--- src/rtl/gpio_edge_pkg.sv ---
package gpio_edge_pkg;
   localparam logic [15:0] OFF_DIR = 16'h0000;
   localparam logic [15:0] OFF_ODN = 16'h0004;
   localparam logic [15:0] OFF_DAT = 16'h0008;
   localparam logic [15:0] OFF_EVT = 16'h000C;
   localparam logic [15:0] OFF_MSK = 16'h0010;
   localparam logic [15:0] OFF_EDG = 16'h0014;

   typedef enum logic [2:0] {
      SEL_DIR,
      SEL_ODN,
      SEL_DAT,
      SEL_EVT,
      SEL_MSK,
      SEL_EDG,
      SEL_NONE
   } reg_sel_e;
endpackage

--- src/rtl/gpio_pin_sync.sv ---
module gpio_pin_sync #(
   parameter int W      = 32,
   parameter int STAGES = 2
) (
   input  logic         clk,
   input  logic         rst_n,
   input  logic [W-1:0] raw,
   output logic [W-1:0] lvl,
   output logic [W-1:0] lvl_prev
);
   if (STAGES < 2) begin : g_bad_stages
      $error("gpio_pin_sync: STAGES must be at least 2");
   end

   logic [W-1:0] chain [STAGES];

   for (genvar s = 0; s < STAGES; s++) begin : g_stage
      always_ff @(posedge clk) begin
         if (!rst_n)      chain[s] <= '0;
         else if (s == 0) chain[s] <= raw;
         else             chain[s] <= chain[(s == 0) ? 0 : s-1];
      end
   end

   always_ff @(posedge clk) begin
      if (!rst_n) lvl_prev <= '0;
      else        lvl_prev <= chain[STAGES-1];
   end

   assign lvl = chain[STAGES-1];
endmodule

--- src/rtl/gpio_event_bank.sv ---
module gpio_event_bank #(
   parameter int W = 32
) (
   input  logic         clk,
   input  logic         rst_n,
   input  logic [W-1:0] lvl,
   input  logic [W-1:0] lvl_prev,
   input  logic [W-1:0] fall_only,
   input  logic         clr_we,
   input  logic [W-1:0] clr_mask,
   output logic [W-1:0] evt
);
   logic [W-1:0] hit;

   for (genvar g = 0; g < W; g++) begin : g_bit
      logic rise, fall;
      assign rise   = lvl[g] & ~lvl_prev[g];
      assign fall   = ~lvl[g] & lvl_prev[g];
      assign hit[g] = fall | (rise & ~fall_only[g]);

      always_ff @(posedge clk) begin
         if (!rst_n)                      evt[g] <= 1'b0;
         else if (hit[g])                 evt[g] <= 1'b1;
         else if (clr_we && clr_mask[g])  evt[g] <= 1'b0;
      end

      // a caught edge always leaves the flag set
      a_r8_edge_wins: assert property (@(posedge clk) disable iff (!rst_n)
         hit[g] |=> evt[g]);
      // write-one clears when no edge competes
      a_r7_w1c_clears: assert property (@(posedge clk) disable iff (!rst_n)
         (clr_we && clr_mask[g] && !hit[g]) |=> !evt[g]);
      // without a clear the flag holds
      a_r7_zero_keeps: assert property (@(posedge clk) disable iff (!rst_n)
         (evt[g] && !(clr_we && clr_mask[g])) |=> evt[g]);
   end
endmodule

--- src/rtl/gpio_prio_enc.sv ---
module gpio_prio_enc #(
   parameter int W           = 32,
   parameter bit PIN0_AT_MSB = 1'b1,
   localparam int IDX_W      = $clog2(W)
) (
   input  logic [W-1:0]     pend,
   output logic             any,
   output logic [IDX_W-1:0] idx
);
   logic [W-1:0] by_pin;

   if (PIN0_AT_MSB) begin : g_msb_first
      for (genvar n = 0; n < W; n++) begin : g_rev
         assign by_pin[n] = pend[W-1-n];
      end
   end else begin : g_lsb_first
      assign by_pin = pend;
   end

   always_comb begin
      idx = '0;
      for (int n = W-1; n >= 0; n--) begin
         if (by_pin[n]) idx = IDX_W'(n);
      end
   end

   assign any = |by_pin;
endmodule

--- src/rtl/gpio_edge_ctrl.sv ---
module gpio_edge_ctrl
   import gpio_edge_pkg::*;
#(
   parameter int NPINS     = 32,
   parameter int ADDR_W    = 8,
   parameter int SYNC_STG  = 2,
   localparam int IDX_W    = $clog2(NPINS)
) (
   input  logic             clk,
   input  logic             rst_n,
   input  logic [ADDR_W-1:0] bus_addr,
   input  logic             bus_we,
   input  logic [NPINS-1:0] bus_wdata,
   output logic [NPINS-1:0] bus_rdata,
   input  logic [NPINS-1:0] pin_in,
   output logic [NPINS-1:0] pin_out,
   output logic [NPINS-1:0] pin_oe,
   output logic             irq,
   output logic [IDX_W-1:0] irq_pin
);
   if (NPINS < 2 || NPINS > 32) begin : g_bad_npins
      $error("gpio_edge_ctrl: NPINS must lie in 2..32");
   end
   if (ADDR_W < 5 || ADDR_W > 16) begin : g_bad_addr
      $error("gpio_edge_ctrl: ADDR_W must lie in 5..16");
   end

   reg_sel_e         sel;
   logic [NPINS-1:0] dir_q, odn_q, dat_q, msk_q, edg_q;
   logic [NPINS-1:0] evt, lvl, lvl_prev, pend;

   always_comb begin
      case (16'(bus_addr))
         OFF_DIR: sel = SEL_DIR;
         OFF_ODN: sel = SEL_ODN;
         OFF_DAT: sel = SEL_DAT;
         OFF_EVT: sel = SEL_EVT;
         OFF_MSK: sel = SEL_MSK;
         OFF_EDG: sel = SEL_EDG;
         default: sel = SEL_NONE;
      endcase
   end

   always_ff @(posedge clk) begin
      if (!rst_n) begin
         dir_q <= '0;
         odn_q <= '0;
         dat_q <= '0;
         msk_q <= '0;
         edg_q <= '0;
      end else if (bus_we) begin
         case (sel)
            SEL_DIR: dir_q <= bus_wdata;
            SEL_ODN: odn_q <= bus_wdata;
            SEL_DAT: dat_q <= bus_wdata;
            SEL_MSK: msk_q <= bus_wdata;
            SEL_EDG: edg_q <= bus_wdata;
            default: ;
         endcase
      end
   end

   gpio_pin_sync #(.W(NPINS), .STAGES(SYNC_STG)) u_sync (
      .clk      (clk),
      .rst_n    (rst_n),
      .raw      (pin_in),
      .lvl      (lvl),
      .lvl_prev (lvl_prev)
   );

   gpio_event_bank #(.W(NPINS)) u_events (
      .clk       (clk),
      .rst_n     (rst_n),
      .lvl       (lvl),
      .lvl_prev  (lvl_prev),
      .fall_only (edg_q),
      .clr_we    (bus_we && (sel == SEL_EVT)),
      .clr_mask  (bus_wdata),
      .evt       (evt)
   );

   assign pend = evt & msk_q;

   gpio_prio_enc #(.W(NPINS), .PIN0_AT_MSB(1'b1)) u_prio (
      .pend (pend),
      .any  (irq),
      .idx  (irq_pin)
   );

   always_comb begin
      case (sel)
         SEL_DIR: bus_rdata = dir_q;
         SEL_ODN: bus_rdata = odn_q;
         SEL_DAT: bus_rdata = (dat_q & dir_q) | (lvl & ~dir_q);
         SEL_EVT: bus_rdata = evt;
         SEL_MSK: bus_rdata = msk_q;
         SEL_EDG: bus_rdata = edg_q;
         default: bus_rdata = '0;
      endcase
   end

   assign pin_out = dat_q;
   assign pin_oe  = dir_q & ~(odn_q & dat_q);

   // a direction write lands on the next cycle
   a_r3_dir_write: assert property (@(posedge clk) disable iff (!rst_n)
      (bus_we && sel == SEL_DIR) |=> dir_q == $past(bus_wdata));
   // a mask write lands on the next cycle
   a_r3_mask_write: assert property (@(posedge clk) disable iff (!rst_n)
      (bus_we && sel == SEL_MSK) |=> msk_q == $past(bus_wdata));
   // encoder request agrees with the event and mask registers
   a_r9_irq_follows: assert property (@(posedge clk) disable iff (!rst_n)
      irq == |(evt & msk_q));
   // the reported pin really is pending
   a_r10_pick_pending: assert property (@(posedge clk) disable iff (!rst_n)
      irq |-> pend[NPINS-1-int'(irq_pin)]);
   // nothing pending means index zero
   a_r10_idle_zero: assert property (@(posedge clk) disable iff (!rst_n)
      !irq |-> irq_pin == '0);
endmodule

--- config.mk ---
export PLATFORM = sky130hd
export DESIGN_NAME = gpio_edge_ctrl
export DESIGN_NICKNAME = d
export VERILOG_FILES = /design/src/rtl/gpio_edge_pkg.sv /design/src/rtl/gpio_pin_sync.sv /design/src/rtl/gpio_event_bank.sv /design/src/rtl/gpio_prio_enc.sv /design/src/rtl/gpio_edge_ctrl.sv
export SDC_FILE = /design/constraint.sdc
export NUM_CORES = 1
export LEC_CHECK = 0
export CAP_MARGIN = 0
export CORE_UTILIZATION = 25
export CTS_CLUSTER_SIZE = 14
export DETAILED_ROUTE_END_ITERATION = 10
export DONT_BUFFER_PORTS = 1
export PLACE_DENSITY_LB_ADDON = 0.05
export SYNTH_ARGS = -nofsm -noshare
export SYNTH_HDL_FRONTEND = slang
export SYNTH_SLANG_ARGS = --single-unit
--- constraint.sdc ---
create_clock -name clk -period 3.2 [get_ports clk]
set_input_delay 0.32 -clock clk [delete_from_list [all_inputs] [get_ports clk]]
set_output_delay 0.32 -clock clk [all_outputs]
set_load 0.05 [all_outputs]
# Word-level counts from Yosys, hierarchy flattened
# Memories as Yosys holds them, arrays and structs flattened.
# Index checks and enable logic that the tools add are counted.
[word_totals]
register_bits = 224
elab_cells = 458
inputBits = 75
mem_bits_rw = 64
n_memories = 1
[mem_list]
columns = ["name", "depth", "width", "read_ports", "rd_clocked_by_memory_dff", "write_ports", "line_no", "rtl"]
rows = [
  ["u_sync.chain", 2, 32, 2, 0, 2, "gpio_pin_sync.sv:15", "logic [W-1:0] chain [STAGES];"],
]
[classes]
muxes = 102
reduce_logical = 73
n_bitwise = 234
n_eq_ne = 10
[ops]
columns = ["operator", "n"]
rows = [
  ["one-hot mux 32 bit (6 select lines)", 1],
  ["AND 32 bit", 5],
  ["2-to-1 mux 5 bit", 32],
  ["AND 1 bit", 96],
  ["NOT 1 bit", 96],
  ["2-to-1 mux 1 bit", 66],
  ["2-to-1 mux 32 bit", 2],
  ["NOT 32 bit", 2],
  ["nonzero test 2 bit", 32],
  ["OR 1 bit", 34],
  ["logical AND 1 bit", 33],
  ["OR 32 bit", 1],
  ["OR reduction 32 bit", 1],
  ["one-hot mux 3 bit (6 select lines)", 1],
  ["equality test 8 x 4 -> 1 bit (second input constant)", 2],
  ["equality test 8 x 5 -> 1 bit (second input constant)", 2],
  ["AND reduction 2 bit", 5],
  ["equality test 8 x 3 -> 1 bit (second input constant)", 1],
  ["logical NOT 8 bit", 1],
  ["equality test 3 x 2 -> 1 bit (second input constant)", 2],
  ["equality test 3 bit (second input constant)", 2],
  ["equality test 3 x 1 -> 1 bit (second input constant)", 1],
  ["logical NOT 3 bit", 1],
]

# Longest topological paths before layout
[depth]
ltp_word = 33
depth_mapped = 16
mapped_depth_nobuf = 9

# Modules after synthesis
# A second synthesis with hierarchy kept.
[hier_totals]
cells_unflattened = 1408
hier_area_um2 = 13397.8
[modules_own_cells]
columns = ["module", "area_per_inst_um2", "n_inst", "seq_area_each_um2", "cells_per_inst"]
rows = [
  ["gpio_edge_ctrl", 8685.8, 1, 3203.1, 975],
  ["gpio_pin_sync", 2603.7, 1, 1921.8, 202],
  ["gpio_event_bank", 1722.9, 1, 640.6, 166],
  ["gpio_prio_enc", 385.4, 1, 0.0, 65],
]

# Worst setup path before layout
# OpenSTA, ideal clock, no wires.
[synth_path]
path_type = "in2out"
startpoint = "input bus_addr[1]"
endpoint = "output bus_rdata[30]"
path_stages = 15
arrival_ns = 3.871
n_path_buf = 6
setup_slack_ns = -0.991
cell_sequence = "or4_1 buf_6 nor3_4 clkbuf_1 nand2_1 ha_1 buf_2 nor2b_1 buf_2 and2_1 clkbuf_1 clkbuf_1 a22o_1 a32oi_1 a31oi_1"
[synth_via]
elab_chain_len = 4
[synth_lines]
columns = ["element", "line_no", "rtl"]
rows = [
  ["from (decl)", "gpio_edge_ctrl.sv:11", "input logic [ADDR_W-1:0] bus_addr,"],
  ["equality test 8 x 5 -> 1 bit (tied with other cells)", "gpio_edge_ctrl.sv:33", "case (16'(bus_addr))"],
  ["one-hot mux 3 bit (6 select lines) *", "gpio_edge_ctrl.sv:33", ""],
  ["equality test 3 bit (tied with other cells)", "gpio_edge_ctrl.sv:91", "case (sel)"],
  ["one-hot mux 32 bit (6 select lines) *", "gpio_edge_ctrl.sv:91", ""],
  ["to (decl)", "gpio_edge_ctrl.sv:14", "output logic [NPINS-1:0] bus_rdata,"],
]
# Every way passes the cells marked *; elsewhere a longest branch is shown, timed or not.

# Worst setup path after layout
[layout_path]
startpoint = "input bus_addr[6]"
endpoint = "output bus_rdata[31]"
# The elaborated chain is that of the path after synthesis.

==> impl_metrics.toml <==
[synth]
synth.top_cell.area_share_pct = 44.6
postSynth.asyncResetShare_pct = 0
yosys.area.top_type = "dfxtp_1"
synth_cells = 1526
avgSynthCellArea_um2 = 8.47
synth.distinct_cells = 55
synth_nets = 1602
ys_seq_area_share_pct = 44.6
syn_area_mm2 = 0.0129
synth_ff_type = "dfxtp_1"
yosys_register_bits = 288
yosys_warnings = 0
yosys-top-cells-area = "dfxtp_1, nand2_1, a21boi_0"
synth_edf_count = 0

[layout]
layout.cells.most_common = "nand2_1"
instances_no_fill = 2440
seq_area_mm2 = 0.00577
finalInstanceArea_mm2 = 0.0181
post_route_cells_drive_above_1_share_pct = 14.1
final_nets = 1818
multi_input_area_mm2 = 0.00703
area_growth_pct = 40.4
num_antenna_cells = 0
fin_util_pct = 35.9
final_cell_mix = "nand2_1, dfxtp_1, dlygate4sd3_1"
fillers = 5216

[sta]
slew_violations = 0
max_slew_margin_pct = 39.4
tns_ns = 0
hold_violations = 0
setup_violations = 0
period_needed_ns = 3.08
worstMarginPinSlew_ns = 0.908
whs_ns = 0.0476
layout_worst_path_cycle_share_pct = 96.1
fmax_ghz = 0.325
rsz0062_at_grt = "no"
fin_skew_ns = 0.0120

[setup_path]
r2r_slack_ns = 1.47
path_cells = "or4_4 -> nor3_4 -> nand2_4 -> ha_4 -> nor2b_4 -> buf_4 -> buf_4 -> a32oi_1 -> o21ai_1 -> a222oi_1 -> nor2_4 -> buf_12"
reg2reg_depth = 4
worst-path-max-fanout = 9
crit_top_cell = "buf_4"
cp.arrival_ns = 2.76
r2r-end = "dir_q[30]$_SDFFE_PN0P_"
rr_startpoint = "dir_q[30]$_SDFFE_PN0P_"
crit_type = "input port to output port"
max_stage_delay_ns = 0.59
startpoint_type = "input port"
worstPathRequired_ns = 2.88
crit_path_end_kind = "output port"
critPathSlowestCell = "or4_4"

[min_path]
holdPathEnd = "u_events.evt[1]$_SDFFE_PN0P_"
hold_depth = 2
hp-class = "input port to flop"
hp-start = "bus_wdata[1]"

[pwr]
ir_drop_v = 0.000282
pwr_density_cell_mw_per_mm2 = 472
p_sw_share_pct = 22.6
pwr-share-clk_pct = 51.9
comb_power_share_pct = 4.5
internal_power_w = 0.00662
leakage_nw = 6.48
p_sw_w = 0.00194
seqPwrFrac_pct = 43.6

[placement]
dpl.hpwl_um = 33800
routabilityCongestion = 0.767
placed_cells = 2211
io_buffers = 0
dpl-instance-area_mm2 = 0.0152

[global_route]
grt_remaining_overflow = 0
track_usage_pct = 20.9
grt_pass1_wl_um = 81800
grt_pass1_vias = 12200
grt_max_degree = 226
antenna_found_initial = 0

[floorplan]
io_pins = 177
rows = 82
core_area_mm2 = 0.0506
dieArea_mm2 = 0.0526
die_y_um = 229
die_w_um = 229
start_util_pct = 25.6

[drt]
wl_per_cell_um = 22.6
drcViolationCount = 0
postRouteAntennaNets = 0
drtPass1Iterations = 6
drt_iter0_drc = 802
via_per_inst = 4.95
drt-total-wl_um = 55100
vias = 12100

[clocking]
cts_tree = "yes"
insertion_delay_ns = 0.55
clk_path_buf_depth = 3
root_buffer = "clkbuf_16"
cts.clk_slew.worst_paths_ns = 0.06
htreeDepth = 2
cts_buffers = 38
cts_sinks = 288

[run_status]
status = "complete, no violations"

[flow_run]
max-cap-violations = 0
==> synth_stat cells (2+ instances only) <==
master,number
a31oi_1,20
buf_1,4
a222oi_1,19
o21ai_0,43
a22oi_1,12
nor2_1,23
or4_1,2
nor3_4,2
dfxtp_1,288
nand3_1,85
buf_2,22
nand4_1,2
nor2b_1,37
buf_6,4
nand3b_1,10
o31a_1,32
a32o_1,4
and2_1,99
o211ai_1,2
a21oi_1,37
and3_1,7
a22o_1,26
or3_1,10
inv_1,11
mux2i_1,23
nor3b_1,34
clkbuf_1,77
buf_4,9
nor4_1,3
a32oi_1,24
nand2_1,348
a21boi_1,46
a21boi_0,139
==> state kept, by name, summed over array words and instances (netlist names) <==
signal / cells
odn_q: 32
u_sync.lvl_prev: 32
edg_q: 32
dir_q: 32
u_events.evt: 32
msk_q: 32
u_sync.chain: 64
pin_out: 32
==> final cells by class <==
class	instances	area share (%)
Tap cell	672	4.63
Clock buffer	58	6.67
Timing Repair Buffer	292	17.5
Inverter	11	0.228
Clock inverter	8	0.517
Sequential cell	288	31.8
Multi-Input combinational cell	1111	38.7
==> how the worst max path moves through the flow <==
| stage | startpoint | to | slack [ns] |
|---|---|---|---|
| 2_1_floorplan | bus_addr[6] | bus_rdata[16] | -0.16 |
| 3_3_place_gp | bus_addr[6] | bus_rdata[31] | -0.04 |
| 3_5_place_dp | bus_addr[6] | bus_rdata[31] | -0.05 |
| 4_1_cts | bus_addr[6] | bus_rdata[31] | 0.04 |
| 5_1_grt | bus_addr[6] | bus_rdata[12] | 0.006 |
| 6_report | bus_addr[6] | bus_rdata[31] | 0.12 |
==> what timing repair did <==
action	in CTS	in global routing
gates resized for setup	2	6
hold buffers	160	0
pin swaps	0	0
buffers inserted	0	3
setup endpoints to repair	2	19
endpoints found under the hold margin	288	0
==> kinds of logic after synthesis <==
| logic type | count (synthesis) | synth area share [%] |
|---|---|---|
| adder cells (fa/ha/maj) | 1 | 0.0968 |
| AND/OR/NAND/NOR | 672 | 25.5 |
| flip-flops | 288 | 44.6 |
| multiplexers | 23 | 1.78 |
| buffers and inverters | 127 | 4.39 |
| AO/OA/AOI/OAI | 415 | 23.6 |
==> layer usage <==
| metal | global-route usage (%) | part of all wire [%] |
|---|---|---|
| met5 | 0 | 0 |
| met4 | 6.90 | 2.7 |
| met3 | 3.51 | 4.9 |
| met2 | 33.4 | 46 |
| met1 | 28.3 | 47 |
==> worst max-delay path: cells and delay by family <==
kind,cells,cell delay (ns)
buf+inv,3,0.52
simple gates,5,1.26
compound gates,3,0.41
fa+ha+maj,1,0.21
==> power groups by stage <==
| stage | Sequential (W) | Clock, W | Combinational (W) |
|---|---|---|---|
| floorplan | 0.00378 | 0 | 0.000232 |
| global placement | 0.00381 | 0 | 0.000213 |
| detailed placement | 0.00381 | 0 | 0.000217 |
| CTS | 0.00373 | 0.00458 | 0.000390 |
| global route | 0.00374 | 0.00470 | 0.000417 |
| finish | 0.00373 | 0.00444 | 0.000385 |
==> per-stage QoR <==
stage / total power [W] / setup WS (ns)
after floorplan: 0.00401 / -0.161
after global placement: 0.00402 / -0.0417
after detailed placement: 0.00403 / -0.0489
after CTS: 0.00870 / 0.0367
after global routing: 0.00886 / 0.00567
final: 0.00856 / 0.124
No activity file was read; power rests on OpenSTA's default activity.
